`config.mk`:
```
export PLATFORM = sky130hd
export DESIGN_NAME = casc_ring_wr
export DESIGN_NICKNAME = d
export VERILOG_FILES = /design/src/rtl/casc_ring_pkg.sv /design/src/rtl/casc_ring_cfg.sv /design/src/rtl/casc_ring_seq.sv /design/src/rtl/casc_ring_wen.sv /design/src/rtl/casc_ring_stop.sv /design/src/rtl/casc_ring_wr.sv
export SDC_FILE = /design/constraint.sdc
export NUM_CORES = 1
export LEC_CHECK = 0
export BUFFER_PORTS_ARGS = -buffer_cell sky130_fd_sc_hd__buf_2
export CAP_MARGIN = 40
export CORE_MARGIN = 5
export CORE_UTILIZATION = 58
export CTS_BUF_LIST = sky130_fd_sc_hd__clkbuf_8
export CTS_CLUSTER_SIZE = 12
export DETAILED_ROUTE_END_ITERATION = 6
export PLACE_DENSITY = 0.86
export REMOVE_ABC_BUFFERS = 1
export SLEW_MARGIN = 10
export SYNTH_ARGS = -nofsm -noshare
export SYNTH_HDL_FRONTEND = slang
export SYNTH_SLANG_ARGS = --single-unit
```
`constraint.sdc`:
```
create_clock -name clk -period 3.7 [get_ports clk]
set_input_delay 0.74 -clock clk [delete_from_list [all_inputs] [get_ports clk]]
set_output_delay 0.74 -clock clk [all_outputs]
set_load 0.01 [all_outputs]
```
`src/rtl/casc_ring_pkg.sv`:
```
package casc_ring_pkg;
  typedef enum logic [1:0] {
    ST_IDLE = 2'd0,
    ST_RUN  = 2'd1,
    ST_WAIT = 2'd2
  } wave_st_e;
endpackage

```
`src/rtl/casc_ring_cfg.sv`:
```
module casc_ring_cfg #(
  parameter int NUM_CH = 8,
  parameter int SEL_W  = 2,
  localparam int MEM_W = $clog2(NUM_CH)
) (
  input  logic             clk,
  input  logic             rst,
  input  logic             load,
  input  logic [SEL_W-1:0] part_in,
  input  logic             casc_in,
  output logic             casc_q,
  output logic [MEM_W-1:0] mask_q,
  output logic [MEM_W-1:0] mask_nxt
);
  logic [SEL_W-1:0] part_q;

  function automatic logic [MEM_W-1:0] sel_mask(input logic [SEL_W-1:0] k);
    int kk;
    kk = (int'(k) > MEM_W) ? MEM_W : int'(k);
    return MEM_W'((1 << kk) - 1);
  endfunction

  always_ff @(posedge clk) begin
    if (rst) begin
      part_q <= '0;
      casc_q <= 1'b0;
    end else if (load) begin
      part_q <= part_in;
      casc_q <= casc_in;
    end
  end

  assign mask_q   = sel_mask(part_q);
  assign mask_nxt = load ? sel_mask(part_in) : mask_q;

  a_r10_cfg_hold: assert property (@(posedge clk) disable iff (rst)
    !load |=> ($stable(part_q) && $stable(casc_q)));
endmodule

```
`src/rtl/casc_ring_seq.sv`:
```
module casc_ring_seq
  import casc_ring_pkg::*;
#(
  parameter int NUM_CH = 8,
  parameter int CELLS  = 1024,
  localparam int MEM_W = $clog2(NUM_CH),
  localparam int CELL_W = $clog2(CELLS)
) (
  input  logic              clk,
  input  logic              rst,
  input  logic              arm_start,
  input  logic              stop_req,
  input  logic              free_run,
  input  logic              chain_in,
  input  logic              cascade_live,
  input  logic              casc_q,
  input  logic [MEM_W-1:0]  mask_q,
  output logic              idle,
  output logic              run_cur,
  output logic              run_nxt,
  output logic [MEM_W-1:0]  mem_nxt,
  output logic [MEM_W-1:0]  mem_q,
  output logic [CELL_W-1:0] cell_q,
  output logic              stop_hit,
  output logic              chain_out_q
);
  localparam logic [CELL_W-1:0] CELL_LAST = CELL_W'(CELLS - 1);

  wave_st_e          st_q, st_n;
  logic [CELL_W-1:0] cell_n;
  logic              chain_n;
  logic              stop_eff;
  logic              last_cell, last_mem;

  assign stop_eff  = stop_req && !free_run;
  assign last_cell = (cell_q == CELL_LAST);
  assign last_mem  = (mem_q == mask_q);

  always_comb begin
    st_n     = st_q;
    cell_n   = '0;
    mem_nxt  = '0;
    chain_n  = 1'b0;
    stop_hit = 1'b0;
    unique case (st_q)
      ST_IDLE: begin
        if (arm_start || (cascade_live && chain_in)) st_n = ST_RUN;
      end
      ST_RUN: begin
        if (stop_eff) begin
          st_n     = ST_IDLE;
          stop_hit = 1'b1;
        end else if (!last_cell) begin
          cell_n  = cell_q + 1'b1;
          mem_nxt = mem_q;
        end else if (!last_mem) begin
          mem_nxt = mem_q + 1'b1;
        end else if (casc_q) begin
          st_n    = ST_WAIT;
          chain_n = 1'b1;
        end
      end
      ST_WAIT: begin
        if (stop_eff)      st_n = ST_IDLE;
        else if (chain_in) st_n = ST_RUN;
      end
      default: st_n = ST_IDLE;
    endcase
  end

  always_ff @(posedge clk) begin
    if (rst) begin
      st_q        <= ST_IDLE;
      cell_q      <= '0;
      mem_q       <= '0;
      chain_out_q <= 1'b0;
    end else begin
      st_q        <= st_n;
      cell_q      <= cell_n;
      mem_q       <= mem_nxt;
      chain_out_q <= chain_n;
    end
  end

  assign idle    = (st_q == ST_IDLE);
  assign run_cur = (st_q == ST_RUN);
  assign run_nxt = (st_n == ST_RUN);

  a_r3_cell_step: assert property (@(posedge clk) disable iff (rst)
    (st_q == ST_RUN && !stop_eff && !last_cell) |=>
      (st_q == ST_RUN && cell_q == CELL_W'($past(cell_q) + 1'b1)));
  a_r8_stop_halts: assert property (@(posedge clk) disable iff (rst)
    (st_q == ST_RUN && stop_eff) |=> (st_q == ST_IDLE && cell_q == '0));
  a_r11_free_keeps: assert property (@(posedge clk) disable iff (rst)
    (st_q == ST_RUN && free_run) |=> (st_q != ST_IDLE));
  a_r6_chain_single: assert property (@(posedge clk) disable iff (rst)
    chain_out_q |=> !chain_out_q);
  a_r6_chain_waits: assert property (@(posedge clk) disable iff (rst)
    chain_out_q |-> (st_q == ST_WAIT));
endmodule

```
`src/rtl/casc_ring_wen.sv`:
```
module casc_ring_wen #(
  parameter int NUM_CH = 8,
  localparam int MEM_W = $clog2(NUM_CH)
) (
  input  logic              clk,
  input  logic              rst,
  input  logic              run_cur,
  input  logic              run_nxt,
  input  logic [MEM_W-1:0]  mem_nxt,
  input  logic [MEM_W-1:0]  mask_nxt,
  output logic [NUM_CH-1:0] wen_q
);
  for (genvar c = 0; c < NUM_CH; c++) begin : g_ch
    always_ff @(posedge clk) begin
      if (rst) wen_q[c] <= 1'b0;
      else     wen_q[c] <= run_nxt && ((MEM_W'(c) & mask_nxt) == mem_nxt);
    end
  end

  a_r5_off_when_idle: assert property (@(posedge clk) disable iff (rst)
    !run_cur |-> (wen_q == '0));
  a_r5_some_when_run: assert property (@(posedge clk) disable iff (rst)
    run_cur |-> ($countones(wen_q) >= 1));
endmodule

```
`src/rtl/casc_ring_stop.sv`:
```
module casc_ring_stop #(
  parameter int NUM_CH = 8,
  parameter int CELLS  = 1024,
  localparam int MEM_W = $clog2(NUM_CH),
  localparam int CELL_W = $clog2(CELLS),
  localparam int POS_W = MEM_W + CELL_W
) (
  input  logic              clk,
  input  logic              rst,
  input  logic              stop_hit,
  input  logic [MEM_W-1:0]  mem_q,
  input  logic [CELL_W-1:0] cell_q,
  input  logic              run_cur,
  output logic              valid_q,
  output logic [POS_W-1:0]  pos_q
);
  always_ff @(posedge clk) begin
    if (rst) begin
      valid_q <= 1'b0;
      pos_q   <= '0;
    end else begin
      valid_q <= stop_hit;
      if (stop_hit) pos_q <= {mem_q, cell_q};
    end
  end

  a_r8_valid_after_run: assert property (@(posedge clk) disable iff (rst)
    valid_q |-> !run_cur);
  a_r12_no_valid_idle: assert property (@(posedge clk) disable iff (rst)
    !run_cur |=> !valid_q);
endmodule

```
`src/rtl/casc_ring_wr.sv`:
```
module casc_ring_wr #(
  parameter int NUM_CH = 8,
  parameter int CELLS  = 1024,
  parameter int SEL_W  = $clog2($clog2(NUM_CH) + 1),
  localparam int MEM_W = $clog2(NUM_CH),
  localparam int CELL_W = $clog2(CELLS),
  localparam int POS_W = MEM_W + CELL_W
) (
  input  logic              clk,
  input  logic              rst,
  input  logic              arm_start,
  input  logic              stop_req,
  input  logic [SEL_W-1:0]  part_sel,
  input  logic              cascade_en,
  input  logic              free_run,
  input  logic              chain_in,
  output logic [NUM_CH-1:0] ch_wen,
  output logic [CELL_W-1:0] cell_idx,
  output logic              running,
  output logic              chain_out,
  output logic              stop_valid,
  output logic [POS_W-1:0]  stop_pos
);
  logic             idle, run_cur, run_nxt, stop_hit, casc_q;
  logic [MEM_W-1:0] mask_q, mask_nxt, mem_nxt, mem_q;

  casc_ring_cfg #(.NUM_CH(NUM_CH), .SEL_W(SEL_W)) u_cfg (
    .clk(clk), .rst(rst), .load(idle), .part_in(part_sel), .casc_in(cascade_en),
    .casc_q(casc_q), .mask_q(mask_q), .mask_nxt(mask_nxt));

  casc_ring_seq #(.NUM_CH(NUM_CH), .CELLS(CELLS)) u_seq (
    .clk(clk), .rst(rst), .arm_start(arm_start), .stop_req(stop_req),
    .free_run(free_run), .chain_in(chain_in), .cascade_live(cascade_en),
    .casc_q(casc_q), .mask_q(mask_q), .idle(idle), .run_cur(run_cur),
    .run_nxt(run_nxt), .mem_nxt(mem_nxt), .mem_q(mem_q), .cell_q(cell_idx),
    .stop_hit(stop_hit), .chain_out_q(chain_out));

  casc_ring_wen #(.NUM_CH(NUM_CH)) u_wen (
    .clk(clk), .rst(rst), .run_cur(run_cur), .run_nxt(run_nxt),
    .mem_nxt(mem_nxt), .mask_nxt(mask_nxt), .wen_q(ch_wen));

  casc_ring_stop #(.NUM_CH(NUM_CH), .CELLS(CELLS)) u_stop (
    .clk(clk), .rst(rst), .stop_hit(stop_hit), .mem_q(mem_q), .cell_q(cell_idx),
    .run_cur(run_cur), .valid_q(stop_valid), .pos_q(stop_pos));

  assign running = run_cur;

  a_r4_wrap_in_group: assert property (@(posedge clk) disable iff (rst)
    (running && !casc_q && !(stop_req && !free_run) && cell_idx == CELL_W'(CELLS - 1)
      && mem_q == mask_q) |=> (running && cell_idx == '0 && mem_q == '0));
endmodule

```
==> impl_metrics.json, run 1 <==
{
  "status": "complete, no violations",
  "synth_xor_area_share_pct": 6.23,
  "cts_root_buf": "clkbuf_8",
  "muxShareOfSynthArea_pct": 1.28,
  "fin_ws_ns": 1.64,
  "fill_cells": 217,
  "r2r_cells": 7,
  "p_leak_nw": 0.840,
  "dp.cells": 258,
  "final-hold-violation-count": 0,
  "layout_common_cells": "42 x buf_2, 41 x dfxtp_1, 37 x nand2_1, 19 x nor2_1, 18 x a21oi_1",
  "slowest_delay_ns": 0.41,
  "max_clock_freq_mhz": 486,
  "skew_ns": 0.00420,
  "synthArstFlopShare_pct": 0,
  "worstSetupPathType": "reg -> reg",
  "seqPwrFrac_pct": 57.2,
  "rsz0062_at_grt": "no",
  "slowest_stage": "dfxtp_1",
  "synthAdderAreaFrac_pct": 1.50,
  "antenna_found_initial": 0,
  "avgSynthCellArea_um2": 8.78,
  "ys_top_cells_by_area": "dfxtp_1 49%, nand2_1 8.3%, a21oi_1 5.4%",
  "diodes": 0,
  "grt_pass1_wl_mm": 5.90,
  "maxCapViolations": 0,
  "dp_hpwl_mm": 2.42,
  "min_path_type": "reg -> reg",
  "drive_above_1_share_pct": 25.1,
  "dpl_cell_area_um2": 1900,
  "place.gp.congestion": 0.874,
  "cts_buffer_depth": 2,
  "final_common_cell": "buf_2",
  "clk_pin_slew_ns": 0.07,
  "final_area_um2": 1980,
  "synth_top_family_by_area": "simple AND/OR/NAND/NOR gates",
  "synth-seq-cells": 41,
  "p_sw_mw": 0.199,
  "cts_tree": "built",
  "critPathLaunchType": "flop",
  "ys_warn_count": 0,
  "max_slew.worst_pin.slew_ns": 0.835,
  "initial_core_util_pct": 60.5,
  "coreArea_um2": 2760,
  "drt-pass1-iter-count": 4,
  "p_per_area_nw_per_um2": 409,
  "syn_to_final_growth_pct": 18.8,
  "wl_per_cell_um": 12.4,
  "p_int_mw": 0.611,
  "synth_ff_type": "dfxtp_1",
  "grt_pass1_vias": 1354,
  "min_period_over_period_pct": 55.7,
  "rows": 19,
  "vias": 1434,
  "fin_util_pct": 71.8,
  "design.portCount": 43,
  "synth_compound_area_share_pct": 11.4,
  "clkSinkCount": 41,
  "fin_setup_tns_ns": 0,
  "p_clk_share_pct": 33.5,
  "portBuffers": 42,
  "synth-edff-count": 0,
  "synth.cell_area_um2": 1670,
  "ys_types": 34,
  "ant_nets": 0,
  "clock_latency_ns": 0.29,
  "numCtsBuffers": 5,
  "final_nets": 245,
  "detail_route.wirelength_mm": 3.30,
  "drv_slew": 0,
  "worstPathRequired_ns": 3.87,
  "htree_levels": 2,
  "grt.overflow.total": 0,
  "ys_seq_area_share_pct": 49.2,
  "worstPathArrival_ns": 2.23,
  "hold_buffers": 0,
  "setup_violations": 0,
  "maxSlewHeadroom_pct": 44.1,
  "die_w_um": 63.6,
  "pre_cts_ws_ns": 1.48,
  "drt_iter0_drc": 23,
  "synthSimpleGateAreaFrac_pct": 28.4,
  "endpoint_kind": "flop",
  "min_path_cells": 2,
  "dieArea_um2": 4050,
  "synth_top_cell_area_share_pct": 49.2,
  "pwr-share-comb_pct": 9.3,
  "yosys.area.top_type": "dfxtp_1",
  "synthCells": 190,
  "crit_chain": "ha_1 > nand2_1 > nor3_4 > mux2_2 > or3_1 > nand3_1 > nor3_1",
  "grt_max_degree": 24,
  "die_h_um": 63.6,
  "ir_drop_v": 0.000451,
  "via_per_inst": 5.39,
  "cts.repair.resized": 0,
  "grt.total_usage_pct": 18.1,
  "postCtsSetupRepairBufs": 0,
  "layoutNonFillerInstCount": 266,
  "drc_errors": 0,
  "switching_share_pct": 24.6,
  "path_max_fanout": 6,
  "min_period_ns": 2.06
}
[power groups by stage]
| stage | Sequential [mW] | Clock [mW] | Combinational, mW |
|---|---|---|---|
| after floorplan | 0.478 | 0 | 0.0415 |
| after global placement | 0.474 | 0 | 0.0736 |
| after detailed placement | 0.474 | 0 | 0.0750 |
| after CTS | 0.464 | 0.277 | 0.0758 |
| after global routing | 0.466 | 0.296 | 0.0836 |
| final | 0.464 | 0.271 | 0.0753 |
[cell usage after synthesis, drive strengths merged (2+ instances only)]
library cell,count
or3,3
and3,2
a31oi,2
ha,2
inv,4
xor2,6
dfxtp,41
nand3,8
nand4,3
nand2,37
nand2b,4
nor2,19
a21oi,19
nor2b,5
nor3,11
xnor2,5
o21ai,4
clkbuf,5
[layer usage]
metal	routed length (um)	track usage, %	up-vias
met5	0	0	-
li1	-	-	728
met1	1460	21.2	665
met4	16	5.45	0
met3	207	6.93	2
met2	1610	30.3	39
[state kept, by name, summed over array words and instances, names as in the netlist]
name and count:
u_stop.pos_q 13, u_seq.cell_q 10, u_cfg.part_q 2, u_seq.st_q 2
u_cfg.casc_q 1, u_stop.valid_q 1, u_seq.mem_q 3, u_seq.chain_out_q 1
u_wen.wen_q 8
[path summary, 6_finish.rpt]
path | startpoint | slack (ns) | end
min reg2reg | u_stop.pos_q[5] | 0.45 | u_stop.pos_q[5]
max reg2reg | u_seq.cell_q[0] | 1.64 | u_wen.wen_q[5]
max | u_seq.cell_q[0] | 1.64 | u_wen.wen_q[5]
min | u_stop.pos_q[5] | 0.45 | u_stop.pos_q[5]
[worst max-delay path: cells and delay by family, from the launching register on]
family                   cells  cell delay, ns
adder cells (fa/ha/maj)      1            0.23
flip-flops                   1            0.41
multiplexers                 1            0.38
AND/OR/NAND/NOR              5            0.92
[through the flow]
stage / power, mW / hold WS [ns]
2_1_floorplan: 0.520 / 0.448
3_3_place_gp: 0.548 / 0.443
3_5_place_dp: 0.549 / 0.444
4_1_cts: 0.816 / 0.454
5_1_grt: 0.846 / 0.476
6_report: 0.810 / 0.453
[final cells by class]
type                            count  area, um2  area share (%)
Timing Repair Buffer               42        210            10.6
Sequential cell                    41        821            41.4
Inverter                            4       15.0           0.758
Multi-Input combinational cell    140        813            41.1
Tap cell                           31       38.8            1.96
Clock inverter                      3       13.8           0.695
Clock buffer                        5       68.8            3.47
[cell families (layout without fill, tap and decap cells)]
kind of cell / count (synthesis) / count (layout)
xor+xnor: 11 / 11
mux: 2 / 2
fa+ha+maj: 2 / 2
flops: 41 / 41
buf+inv: 9 / 54
compound gates: 28 / 28
simple gates: 97 / 97
(Power assumes the default switching activity.)
==> inputs of run 2 (changes only) <==
--- a/config.mk
+++ b/config.mk
@@ -8,11 +8,11 @@
 export BUFFER_PORTS_ARGS = -buffer_cell sky130_fd_sc_hd__buf_2
 export CAP_MARGIN = 40
 export CORE_MARGIN = 5
-export CORE_UTILIZATION = 58
+export CORE_UTILIZATION = 49
 export CTS_BUF_LIST = sky130_fd_sc_hd__clkbuf_8
 export CTS_CLUSTER_SIZE = 12
 export DETAILED_ROUTE_END_ITERATION = 6
-export PLACE_DENSITY = 0.86
+export PLACE_DENSITY = 0.78
 export REMOVE_ABC_BUFFERS = 1
 export SLEW_MARGIN = 10
 export SYNTH_ARGS = -nofsm -noshare
==> constraint.sdc (replaced) <==
create_clock -name clk -period 1.8 [get_ports clk]
set_input_delay 0.36 -clock clk [delete_from_list [all_inputs] [get_ports clk]]
set_output_delay 0.36 -clock clk [all_outputs]
set_load 0.01 [all_outputs]
==> run 2 against run 1 <==
The flow now finishes with violations (setup timing). Highest routed layer unchanged. Clock power grew 110%. Maximum frequency grew 13%. Via count grew 7.9%.
==> impl_metrics.json, run 2 (synthesized netlist as in run 1, its figures left out) <==
{
  "drv_slew": 0,
  "worstSetupPathType": "reg -> reg",
  "violations": "setup timing",
  "dieArea_um2": 4670,
  "p_per_area_nw_per_um2": 746,
  "max_slew.worst_pin.slew_ns": 0.472,
  "ir_drop_v": 0.000456,
  "final-hold-violation-count": 0,
  "skew_ns": 0.00467,
  "worstPathArrival_ns": 1.99,
  "pre_cts_ws_ns": -0.0494,
  "worstPathRequired_ns": 1.98,
  "vias": 1548,
  "grt.overflow.total": 0,
  "final_common_cell": "buf_2",
  "clock_latency_ns": 0.29,
  "grt_pass1_wl_mm": 6.28,
  "cts_buffer_depth": 2,
  "antenna_found_initial": 0,
  "seq_area_um2": 832,
  "cts_root_buf": "clkbuf_8",
  "drt_iter0_drc": 104,
  "syn_to_final_growth_pct": 39.2,
  "multi_input_comb_area_um2": 940,
  "numCtsBuffers": 5,
  "maxSlewHeadroom_pct": 68.4,
  "coreArea_um2": 3310,
  "endpoint_kind": "flop",
  "grt_max_degree": 15,
  "setup_violations": 2,
  "portBuffers": 42,
  "via_per_inst": 5.08,
  "final_nets": 269,
  "design_power_total_mw": 1.73,
  "fill_cells": 263,
  "initial_core_util_pct": 50.4,
  "cts_tree": "built",
  "largest_reg_flops": 13,
  "min_period_over_period_pct": 101,
  "layout_common_cells": "42 x buf_2, 34 x nand2_1, 32 x dfxtp_1, 23 x buf_4, 19 x nor2_1",
  "ant_nets": 0,
  "critPathLaunchType": "flop",
  "clk_pin_slew_ns": 0.07,
  "min_period_ns": 1.82,
  "clkSinkCount": 41,
  "postCtsSetupRepairBufs": 0,
  "p_leak_nw": 1.00,
  "hold_buffers": 0,
  "status": "complete, but fails checks",
  "top_register": "u_stop.pos_q",
  "rsz0062_at_grt": "yes",
  "path_max_fanout": 4,
  "design.portCount": 43,
  "drc_errors": 0,
  "drt-pass1-iter-count": 4,
  "fin_ws_ns": -0.0157,
  "drive_above_1_share_pct": 41.3,
  "detail_route.wirelength_mm": 4.05,
  "grt_pass1_vias": 1403,
  "max_clock_freq_mhz": 551,
  "rows": 21,
  "place.gp.congestion": 0.827,
  "fin_setup_tns_ns": -0.0185,
  "diodes": 0,
  "die_h_um": 68.3,
  "min_path_type": "in -> reg",
  "reg_top3": "u_stop.pos_q x13, u_seq.cell_q x10, u_wen.wen_q x8",
  "maxCapViolations": 0,
  "htree_levels": 2,
  "wl_per_cell_um": 13.3,
  "die_w_um": 68.3,
  "dp_hpwl_mm": 2.88,
  "grt.total_usage_pct": 18.4
}
-- run 2: changes by cell type in the layout (fill, tap and decap cells not counted), moves of 3 or more --
cell,change
buf_4,+23
nor3_2,+4
dfxtp_2,+9
nor3_1,-4
nand2_1,-3
dfxtp_1,-9
nand2_2,+3
-- run 2: report_power, final --
part           total, mW  internal, mW  switching [mW]
Clock              0.567         0.263           0.304
Combinational      0.210        0.0869           0.123
Sequential         0.954         0.937          0.0173
Total               1.73          1.29           0.444
-- run 2: routing by layer --
metal	GRT usage [%]	part of all wire (%)	wire, um	vias to the layer above
met3	5.25	5.1	206	11
met2	30.1	50	2040	42
li1	-	-	-	777
met5	0	0	0	-
met4	8.93	2.6	104	0
met1	22.0	42	1710	718
-- run 2: final cells by class --
class,count,share of cell area [%]
Clock buffer,5,2.96
Clock inverter,3,0.593
Inverter,4,0.647
Multi-Input combinational cell,140,40.5
Sequential cell,41,35.8
Tap cell,46,2.48
Timing Repair Buffer,66,17.0
-- run 2: final timing paths --
| kind | cells past startpoint | from | slack (ns) | to |
|---|---|---|---|---|
| max | 6 | u_seq.mem_q[1] | -0.02 | u_wen.wen_q[6] |
| min reg2reg | 2 | u_stop.pos_q[7] | 0.45 | u_stop.pos_q[7] |
| max reg2reg | 6 | u_seq.mem_q[1] | -0.02 | u_wen.wen_q[6] |
| min | 3 | part_sel[0] | 0.32 | u_cfg.part_q[0] |
-- run 2: worst max-delay path, cell delays in order, from the launching register on --
cell	delay [ns]
dfxtp_2	0.34
or4_4	0.54
nand2b_4	0.18
nand4_1	0.17
a21oi_4	0.11
xnor2_2	0.27
nor3_1	0.10
-- run 2: what timing repair did --
| action | CTS | global route |
|---|---|---|
| gates resized for setup | 6 | 26 |
| pin swaps | 0 | 13 |
| endpoints found under the hold margin | 0 | 0 |
| setup endpoints to repair | 4 | 13 |
-- run 2: stage by stage --
stage          cells  instance area, um2  utilization (%)  hold WS (ns)
3_5_place_dp     298                2100             63.6         0.444
6_report         305                2320             70.1         0.318
3_3_place_gp     298                2100             63.6         0.440
2_1_floorplan    185                1650                -         0.429
5_1_grt          305                2320             70.1         0.333
4_1_cts          306                2210             66.7         0.321
==> inputs of run 3 (changes only) <==
--- a/config.mk
+++ b/config.mk
@@ -7,6 +7,7 @@
 export LEC_CHECK = 0
 export BUFFER_PORTS_ARGS = -buffer_cell sky130_fd_sc_hd__buf_2
 export CAP_MARGIN = 40
+export CORE_ASPECT_RATIO = 0.5
 export CORE_MARGIN = 5
 export CORE_UTILIZATION = 49
 export CTS_BUF_LIST = sky130_fd_sc_hd__clkbuf_8
==> run 3 against run 2 <==
The run now ends clean. Via count rose by 1.2%. Design area rose by 0.65%. Clock-buffer cell count did not move. Clock skew rose by 0.0037 ns. Die area rose by 1.5%. Critical path depth did not move. Flip-flop and latch count did not move. Critical path type unchanged. Critical endpoint is now u_wen.wen_q[2]. Largest cell class unchanged. Highest routed layer unchanged.
==> impl_metrics.json, run 3 (synthesized netlist as in run 1, its figures left out) <==
{
  "drc_errors": 0,
  "drive_above_1_share_pct": 39.5,
  "vias": 1566,
  "min_path_type": "in -> reg",
  "p_int_mw": 1.57,
  "worstSetupPathType": "reg -> reg",
  "rows": 15,
  "drv_slew": 0,
  "endpoint_kind": "flop",
  "grt_pass1_wl_mm": 7.23,
  "design.portCount": 43,
  "detail_route.wirelength_mm": 4.24,
  "drt_iter0_drc": 53,
  "critPathLaunchType": "flop",
  "layoutNonFillerInstCount": 300,
  "p_sw_mw": 0.471,
  "antenna_found_initial": 0,
  "portBuffers": 42,
  "worstPathArrival_ns": 2.01,
  "cts_buffer_depth": 2,
  "reg2reg_to": "u_wen.wen_q[2]",
  "final_common_cell": "buf_2",
  "htree_levels": 2,
  "p_leak_nw": 1.01,
  "seqPwrFrac_pct": 46.7,
  "final_area_um2": 2340,
  "ant_nets": 0,
  "place.gp.congestion": 0.789,
  "clkSinkCount": 41,
  "p_clk_share_pct": 43.1,
  "max_clock_freq_mhz": 558,
  "grt_max_degree": 15,
  "reg_top3": "u_stop.pos_q x13, u_seq.cell_q x10, u_wen.wen_q x8",
  "layout_common_cells": "42 x buf_2, 35 x nand2_1, 34 x dfxtp_1, 23 x buf_4, 19 x nor2_1",
  "status": "complete, no violations",
  "switching_share_pct": 23.1,
  "dp.cells": 292,
  "min_period_over_period_pct": 99.5,
  "rsz0062_at_grt": "yes",
  "drt-pass1-iter-count": 4,
  "path_max_fanout": 4,
  "cts_tree": "built",
  "pwr-share-comb_pct": 10.1,
  "via_per_inst": 5.22,
  "dieArea_um2": 4740,
  "clock_latency_ns": 0.30,
  "p_per_area_nw_per_um2": 874,
  "max_slew.worst_pin.slew_ns": 0.574,
  "r2r_cells": 6,
  "r2r-start": "u_cfg.part_q[0]",
  "dpl_cell_area_um2": 2080,
  "postCtsSetupRepairBufs": 0,
  "ir_drop_v": 0.000466,
  "coreArea_um2": 3360,
  "maxSlewHeadroom_pct": 61.4,
  "die_w_um": 92.5,
  "grt.total_usage_pct": 19.5,
  "initial_core_util_pct": 49.6,
  "reg2reg_slack_ns": 0.008,
  "numCtsBuffers": 5,
  "min_path_cells": 3,
  "largest_reg_flops": 13,
  "final-hold-violation-count": 0,
  "clk_pin_slew_ns": 0.08,
  "wl_per_cell_um": 14.1,
  "min_period_ns": 1.79,
  "dp_hpwl_mm": 2.84,
  "skew_ns": 0.00836,
  "worstPathRequired_ns": 2.02,
  "fin_util_pct": 69.5,
  "fill_cells": 260,
  "hp-start": "part_sel[0]",
  "grt.overflow.total": 0,
  "diodes": 0,
  "die_h_um": 51.3,
  "setup_violations": 0,
  "holdPathEnd": "u_cfg.part_q[0]",
  "grt_pass1_vias": 1500,
  "worst_hold_slack_ns": 0.319,
  "maxCapViolations": 0,
  "final_nets": 268,
  "cts_root_buf": "clkbuf_8",
  "top_register": "u_stop.pos_q",
  "syn_to_final_growth_pct": 40.1
}
[run 3: changes by cell type in the layout (fill, tap and decap cells not counted), sizes merged]
cell and change:
buf -1, inv -1, bufinv +2, clkinv -1
[run 3: cell type report]
cell class	count	area, um2	share of cell area [%]
multi-input combinational	140	922	39.5
sequential	41	830	35.5
timing repair buffer	65	383	16.4
clock buffer	5	68.8	2.95
clock inverter	3	65.1	2.79
tap	42	52.6	2.25
inverter	4	15.0	0.643
[run 3: power by group through the flow]
stage	Clock (mW)	Combinational [mW]	Sequential, mW
6_report	0.881	0.206	0.955
5_1_grt	0.935	0.226	0.960
4_1_cts	0.882	0.192	0.952
3_5_place_dp	0	0.177	0.971
3_3_place_gp	0	0.171	0.970
2_1_floorplan	0	0.0853	0.983
[run 3: through the flow]
step	setup WS [ns]	total power, mW	TNS [ns]
after global placement	-0.0454	1.14	-0.147
after detailed placement	-0.0789	1.15	-0.345
after CTS	0.0161	2.03	0
after floorplan	-0.182	1.07	-1.08
final	0.00827	2.04	0
after global routing	-0.0658	2.12	-0.377
[run 3: repair_timing]
action,in CTS,in global routing
hold buffers,0,0
resized for setup,11,14
pin swaps,4,5
setup endpoints to repair,8,20
[run 3: critical path: stages, from the launching register on]
cell	delay (ns)
dfxtp_2	0.36
or4_4	0.52
nand2b_4	0.18
nand4_1	0.15
a31oi_4	0.15
buf_4	0.18
nor3_1	0.18
[run 3: per-layer routing]
| layer | wire length, um | vias to the layer above | track usage, % |
|---|---|---|---|
| met4 | 92 | 0 | 6.16 |
| met2 | 2060 | 31 | 34.3 |
| li1 | - | 772 | - |
| met3 | 179 | 11 | 5.59 |
| met5 | 0 | - | 0 |
| met1 | 1900 | 752 | 23.2 |
[run 3: how the worst max path moves through the flow]
stage	from	slack, ns	cells past startpoint	endpoint
final	u_cfg.part_q[0]	0.008	6	u_wen.wen_q[2]
after floorplan	u_seq.cell_q[0]	-0.18	7	u_wen.wen_q[7]
after global placement	u_seq.cell_q[0]	-0.05	7	u_wen.wen_q[7]
after detailed placement	u_seq.cell_q[0]	-0.08	7	u_wen.wen_q[7]
after global routing	u_cfg.part_q[0]	-0.07	6	u_wen.wen_q[2]
after CTS	u_cfg.part_q[0]	0.02	6	u_wen.wen_q[7]
